**config.mk**
```make
export PLATFORM = sky130hd
export DESIGN_NAME = intreq_bank
export DESIGN_NICKNAME = d
export VERILOG_FILES = /design/src/rtl/intreq_pkg.sv /design/src/rtl/intreq_cell.sv /design/src/rtl/intreq_regif.sv /design/src/rtl/intreq_bank.sv
export SDC_FILE = /design/constraint.sdc
export NUM_CORES = 1
export LEC_CHECK = 0
export ABC_AREA = 1
export ABC_CLOCK_PERIOD_IN_PS = 4400
export CAP_MARGIN = 20
export CORE_ASPECT_RATIO = 2
export CORE_UTILIZATION = 26
export CTS_CLUSTER_DIAMETER = 120
export CTS_CLUSTER_SIZE = 20
export DETAILED_ROUTE_END_ITERATION = 6
export PLACE_DENSITY = 0.54
export SLEW_MARGIN = 20
export SYNTH_ARGS = -nofsm -noshare
export SYNTH_HDL_FRONTEND = slang
export SYNTH_HIERARCHICAL = 1
export SYNTH_SLANG_ARGS = --single-unit
```
**constraint.sdc**
```tcl
create_clock -name clk_i -period 4.4 [get_ports clk_i]
set_clock_uncertainty 0.05 [all_clocks]
set_input_delay 0.88 -clock clk_i [delete_from_list [all_inputs] [get_ports clk_i]]
set_output_delay 0.88 -clock clk_i [all_outputs]
set_load 0.05 [all_outputs]
```
**src/rtl/intreq_pkg.sv**
```systemverilog
package intreq_pkg;

  typedef enum logic [1:0] {
    SNS_LEVEL = 2'd0,
    SNS_FALL  = 2'd1,
    SNS_RISE  = 2'd2,
    SNS_BOTH  = 2'd3
  } sense_e;

  // bit position of the sense field in the configuration byte
  localparam int SENSE_LSB = 2;
  localparam int SENSE_W   = 2;
  localparam int REG_W     = 8;

  // trigger condition for a given sense, current and previous sample
  function automatic logic trig_hit(sense_e s, logic cur, logic prv);
    logic hit;
    unique case (s)
      SNS_LEVEL: hit = cur;
      SNS_FALL:  hit = prv & ~cur;
      SNS_RISE:  hit = ~prv & cur;
      SNS_BOTH:  hit = prv ^ cur;
      default:   hit = 1'b0;
    endcase
    return hit;
  endfunction

endpackage

```
**src/rtl/intreq_cell.sv**
```systemverilog
module intreq_cell
  import intreq_pkg::*;
#(
  parameter bit LVL_DEFAULT = 1'b0,
  parameter bit TIED_OFF    = 1'b0
) (
  input  logic   clk_i,
  input  logic   rst_ni,
  input  logic   line_i,
  input  logic   sense_we_i,
  input  sense_e sense_wdata_i,
  input  logic   sw_clr_i,
  input  logic   ack_i,
  output logic   flag_o,
  output sense_e sense_o,
  output logic   prev_o
);

  localparam sense_e RST_SENSE = LVL_DEFAULT ? SNS_LEVEL : SNS_RISE;

  sense_e sense_q;
  logic   prev_q;
  logic   flag_q;
  logic   flag_d;
  logic   hit;

  assign hit = trig_hit(sense_q, line_i, prev_q);

  always_comb begin
    if (TIED_OFF) begin
      flag_d = 1'b0;
    end else if (sense_q == SNS_LEVEL) begin
      flag_d = line_i;
    end else if (hit) begin
      flag_d = 1'b1;               // a fresh event beats a clear
    end else if (ack_i || sw_clr_i) begin
      flag_d = 1'b0;
    end else begin
      flag_d = flag_q;
    end
  end

  always_ff @(posedge clk_i) begin
    if (!rst_ni) begin
      sense_q <= RST_SENSE;
      prev_q  <= 1'b0;
      flag_q  <= 1'b0;
    end else begin
      prev_q <= line_i;
      flag_q <= flag_d;
      if (sense_we_i) sense_q <= sense_wdata_i;
    end
  end

  assign flag_o  = flag_q;
  assign sense_o = sense_q;
  assign prev_o  = prev_q;

endmodule

```
**src/rtl/intreq_regif.sv**
```systemverilog
module intreq_regif
  import intreq_pkg::*;
#(
  parameter int NUM_SRC = 16,
  parameter int IDX_W   = 4
) (
  input  logic                             reg_wr_i,
  input  logic                             reg_sel_i,
  input  logic [IDX_W-1:0]                 reg_idx_i,
  input  logic [REG_W-1:0]                 reg_wdata_i,
  input  logic [NUM_SRC-1:0]               flags_i,
  input  logic [NUM_SRC-1:0][SENSE_W-1:0]  senses_i,
  output logic [NUM_SRC-1:0]               flag_clr_o,
  output logic [NUM_SRC-1:0]               sense_we_o,
  output sense_e                           sense_wdata_o,
  output logic [REG_W-1:0]                 reg_rdata_o
);

  logic wr_zero;
  assign wr_zero       = (reg_wdata_i == '0);
  assign sense_wdata_o = sense_e'(reg_wdata_i[SENSE_LSB +: SENSE_W]);

  for (genvar g = 0; g < NUM_SRC; g++) begin : g_dec
    logic sel;
    assign sel           = reg_wr_i && (reg_idx_i == IDX_W'(g));
    assign flag_clr_o[g] = sel && !reg_sel_i && wr_zero;
    assign sense_we_o[g] = sel && reg_sel_i;
  end

  always_comb begin
    reg_rdata_o = '0;
    for (int k = 0; k < NUM_SRC; k++) begin
      if (reg_idx_i == IDX_W'(k)) begin
        if (reg_sel_i) reg_rdata_o[SENSE_LSB +: SENSE_W] = senses_i[k];
        else           reg_rdata_o[0]                    = flags_i[k];
      end
    end
  end

endmodule

```
**src/rtl/intreq_bank.sv**
```systemverilog
module intreq_bank
  import intreq_pkg::*;
#(
  parameter int                NUM_SRC    = 16,
  parameter logic [NUM_SRC-1:0] LEVEL_MASK = '0,
  localparam int               IDX_W      = (NUM_SRC > 1) ? $clog2(NUM_SRC) : 1
) (
  input  logic               clk_i,
  input  logic               rst_ni,
  input  logic [NUM_SRC-1:0] line_i,
  input  logic               ack_valid_i,
  input  logic [IDX_W-1:0]   ack_id_i,
  input  logic               reg_wr_i,
  input  logic               reg_sel_i,
  input  logic [IDX_W-1:0]   reg_idx_i,
  input  logic [7:0]         reg_wdata_i,
  output logic [7:0]         reg_rdata_o,
  output logic [NUM_SRC-1:0] pend_o
);

  logic [NUM_SRC-1:0]              flag_vec;
  logic [NUM_SRC-1:0]              prev_vec;
  logic [NUM_SRC-1:0][SENSE_W-1:0] sense_vec;
  logic [NUM_SRC-1:0]              flag_clr;
  logic [NUM_SRC-1:0]              sense_we;
  logic [NUM_SRC-1:0]              ack_hit;
  sense_e                          sense_wdata;

  intreq_regif #(
    .NUM_SRC(NUM_SRC),
    .IDX_W  (IDX_W)
  ) regif_i (
    .reg_wr_i     (reg_wr_i),
    .reg_sel_i    (reg_sel_i),
    .reg_idx_i    (reg_idx_i),
    .reg_wdata_i  (reg_wdata_i),
    .flags_i      (flag_vec),
    .senses_i     (sense_vec),
    .flag_clr_o   (flag_clr),
    .sense_we_o   (sense_we),
    .sense_wdata_o(sense_wdata),
    .reg_rdata_o  (reg_rdata_o)
  );

  for (genvar g = 0; g < NUM_SRC; g++) begin : g_src
    sense_e s_out;
    assign ack_hit[g] = ack_valid_i && (ack_id_i == IDX_W'(g));

    intreq_cell #(
      .LVL_DEFAULT(LEVEL_MASK[g]),
      .TIED_OFF   (g == 0)
    ) cell_i (
      .clk_i        (clk_i),
      .rst_ni       (rst_ni),
      .line_i       (line_i[g]),
      .sense_we_i   (sense_we[g]),
      .sense_wdata_i(sense_wdata),
      .sw_clr_i     (flag_clr[g]),
      .ack_i        (ack_hit[g]),
      .flag_o       (flag_vec[g]),
      .sense_o      (s_out),
      .prev_o       (prev_vec[g])
    );
    assign sense_vec[g] = s_out;
  end

  assign pend_o = flag_vec;

endmodule

```
==> impl_summary.md, run 1 <==
Placed design
Before CTS, the worst setup slack after placement is 0.556 ns. The last weighted congestion value of the routability-driven placer is 0.832. The port buffer count is 53. The detailed placer's ending HPWL is 9810 um.

Finish
The total of fill cells in the finished design is 1947. The growth of design area from synthesis to finish is 23.3%. For this run, the post-layout net count is 823. Summing all multi-input logic gate instances after layout gives 2510 sq um. The flip-flop and latch area is 1240 sq um. The number of antenna diodes in the final layout is 0.

Of the cells placed in the final design, the portion with a size suffix greater than 1 is 0.133.

Yosys
The cell count after synthesis is 696. The total number of yosys warnings is 6. The post-synth design cell area is 4460 sq um. Averaged over all synthesized cells, the footprint is 6.41 sq um.

Clock network
The number of gates resized after CTS is 0. The clock buffer count from CTS is 9. TritonCTS built the clock tree. Clock-pin slew was measured on the worst setup and hold paths at 0.05 ns. The clock tree synthesis step divided the H-tree into 3 levels. The clock passes through at most 2 buffers. The number of sinks on the clock net is 62. The buffer type at the clock tree root is sky130_fd_sc_hd__clkbuf_16. The worst-skew pair later-pin latency is 0.33 ns. The post-CTS setup-driven buffer insertion count is 0. After clock tree synthesis, the flow added hold-fix buffers numbering 0.

Worst setup path
The worst setup path is captured at an output pin. The worst setup path category is input port to output pin. Data arrives at the worst endpoint at 2.88 ns. The path depth of the worst reg2reg path is 6. The sort of element at the start of the critical path is an input port. The maximum net fanout on the critical path is 17. The required time of the critical path is 3.47 ns.

Global routing
Entering global routing, the biggest net connects 45 pins. The number of global-route vias before repair is 4330. The initial antenna violation count is 0. The global-route wire length before repair is 20300 um. The total overflow left after global routing is 0. For this run, the total global-route usage over all layers was measured as 0.150.

STA
Of the available clock period, the critical path in the final layout requires 0.866. Setup repair after global routing left no endpoint under its margin. The hold violation count in the final report is 0. At the pin with the least slew margin, the transition time is 0.952 ns.

The worst path in the final design needs a cycle of 3.81 ns, including I/O delays and setup. Headroom to the max-slew limit came out at 0.365. The top achievable clock speed is 262 MHz. The final worst slack is 0.588 ns. The count of pins over their slew limit came to 0.

The count of endpoints failing setup in the final report is 0. The aggregate negative setup slack is 0 ns.

Min path
The tightest min-delay check is of the flip-flop to flip-flop type. The worst hold path passes through 2 cells.

Power and ir drop
Summed over all cells, the static leakage comes to 2.72 nW. The peak supply drop is 0.161 mV. The internal portion of the total power is 1.15 mW.

The portion of total power attributed to combinational logic is 0.192. For this design the total switching power over the nets is 0.464 mW. Of the total power, the clock network draws 0.432.

The fraction of power spent switching nets is 0.288. Of the total power, registers draw 0.376. For this design the ratio of total power to cell area is 293 nW/um^2.

Detailed routing
The detailed-routing iteration count for the pre-antenna-repair pass is 4. The DRC violation count after routing is 0. The total wirelength of the detailed-routed design is 12500 um. In the final routed layout, each cell accounts on average for 13.0 um. The routed via count divided by cell count is 4.47. The number of nets with antenna violations after detailed routing is 0. Across all layers, the routed design uses 4316 vias. The number of DRC violations after detailed-routing iteration 0 is 184.

Die
The die span in y is 187 um. The region available for standard cell placement spans 16800 sq um. The cell row count is 67. The die covers 17700 sq um. The initial utilization of the core area, before any placement, comes to 0.266. The die is 94.6 um wide. For this design the top-level I/O count stands at 61.

Outcome
The flow ran to the end, and the final reports show no timing, DRC or antenna violations.

Run
The max capacitance violation total is 0.
## critical path: stages
cell                              delay [ns]
sky130_fd_sc_hd__clkdlybuf4s50_1        0.73
sky130_fd_sc_hd__buf_4                  0.31
sky130_fd_sc_hd__nand2_2                0.09
sky130_fd_sc_hd__o21ai_1                0.08
sky130_fd_sc_hd__inv_1                  0.05
sky130_fd_sc_hd__nand2_1                0.06
sky130_fd_sc_hd__nand4_1                0.08
sky130_fd_sc_hd__nand2_1                0.08
sky130_fd_sc_hd__nand4_1                0.12
sky130_fd_sc_hd__nand2_1                0.09
sky130_fd_sc_hd__nand4_1                0.10
sky130_fd_sc_hd__buf_4                  0.21
## layout by cell type, fill, tap and decap left out
cell type                           n
sky130_fd_sc_hd__clkinv_1           1
sky130_fd_sc_hd__ha_1              30
sky130_fd_sc_hd__buf_2              1
sky130_fd_sc_hd__clkbuf_16          9
sky130_fd_sc_hd__conb_1             6
sky130_fd_sc_hd__nand2_2           19
sky130_fd_sc_hd__nor4_1             5
sky130_fd_sc_hd__nand3_1           48
sky130_fd_sc_hd__a21oi_2           15
sky130_fd_sc_hd__o21ai_0           18
sky130_fd_sc_hd__o22ai_1            1
sky130_fd_sc_hd__clkdlybuf4s50_1   49
sky130_fd_sc_hd__nor2_1            96
sky130_fd_sc_hd__dfxtp_1           62
sky130_fd_sc_hd__inv_2             21
sky130_fd_sc_hd__nand4_1           10
sky130_fd_sc_hd__nor3_1             7
sky130_fd_sc_hd__a21oi_1           31
sky130_fd_sc_hd__nor2_4             3
sky130_fd_sc_hd__nand3_2           15
sky130_fd_sc_hd__buf_4             10
sky130_fd_sc_hd__nand3b_1          30
sky130_fd_sc_hd__nor2_2             3
sky130_fd_sc_hd__o21ai_1            4
sky130_fd_sc_hd__clkbuf_8           5
sky130_fd_sc_hd__nand2_1          116
sky130_fd_sc_hd__inv_1            144
## layer usage
| metal | track usage | vias to the layer above | wire length, um |
|---|---|---|---|
| met5 | 0 | - | 0 |
| li1 | - | 2251 | - |
| met3 | 0.0207 | 17 | 490 |
| met4 | 0.0594 | 0 | 269 |
| met1 | 0.148 | 1965 | 4710 |
| met2 | 0.296 | 83 | 7080 |
## area by class of cell
cell class	instances	area share
Clock buffer	14	0.0535
Inverter	166	0.113
Multi-Input combinational cell	457	0.457
Sequential cell	62	0.226
Tap cell	207	0.0471
Timing Repair Buffer	60	0.104
## worst paths after layout
path	start	slack [ns]	to
hold / removal	g_src[0].cell_i/sense_o[1]$_SDFFE_PN1P_	0.42	g_src[0].cell_i/sense_o[1]$_SDFFE_PN1P_
setup / recovery	reg_sel_i	0.59	reg_rdata_o[3]
setup reg to reg	g_src[5].cell_i/prev_o$_SDFF_PN0_	3.37	g_src[5].cell_i/flag_o$_SDFFE_PN0P_
hold reg to reg	g_src[0].cell_i/sense_o[1]$_SDFFE_PN1P_	0.42	g_src[0].cell_i/sense_o[1]$_SDFFE_PN1P_
## power groups by stage
stage	Combinational [mW]	Clock [mW]	Sequential [mW]
after floorplan	0.162	0	0.652
after global placement	0.309	0	0.620
after detailed placement	0.311	0	0.619
after CTS	0.313	0.714	0.608
after global routing	0.341	0.739	0.610
final	0.309	0.696	0.607
## stage by stage
stage / power, mW / util / hold WS [ns] / instance area [sq um] / instances
after floorplan: 0.814 / - / 0.379 / 4480 / 700
after global placement: 0.928 / 0.311 / 0.398 / 5210 / 952
after detailed placement: 0.931 / 0.311 / 0.405 / 5210 / 952
after CTS: 1.64 / 0.328 / 0.419 / 5500 / 966
after global routing: 1.69 / 0.328 / 0.444 / 5500 / 966
final: 1.61 / 0.328 / 0.419 / 5500 / 966
## state kept, by name (all words and copies together), names as in the netlist
register	cells
g_src.cell_i/flag_o	15
g_src.cell_i/sense_o	32
g_src.cell_i/prev_o	15
No activity file was read; power rests on OpenSTA's default activity.
==> inputs of run 2 (changes only) <==
- SLEW_MARGIN: 20 -> not set
==> results of run 2 <==
Same layout as run 1: the final DEF is identical, and so are final timing and power.
==> inputs of run 3 (changes only) <==
- TNS_END_PERCENT: not set -> 5
==> results of run 3 <==
Same layout as run 1: the final DEF is identical, and so are final timing and power.
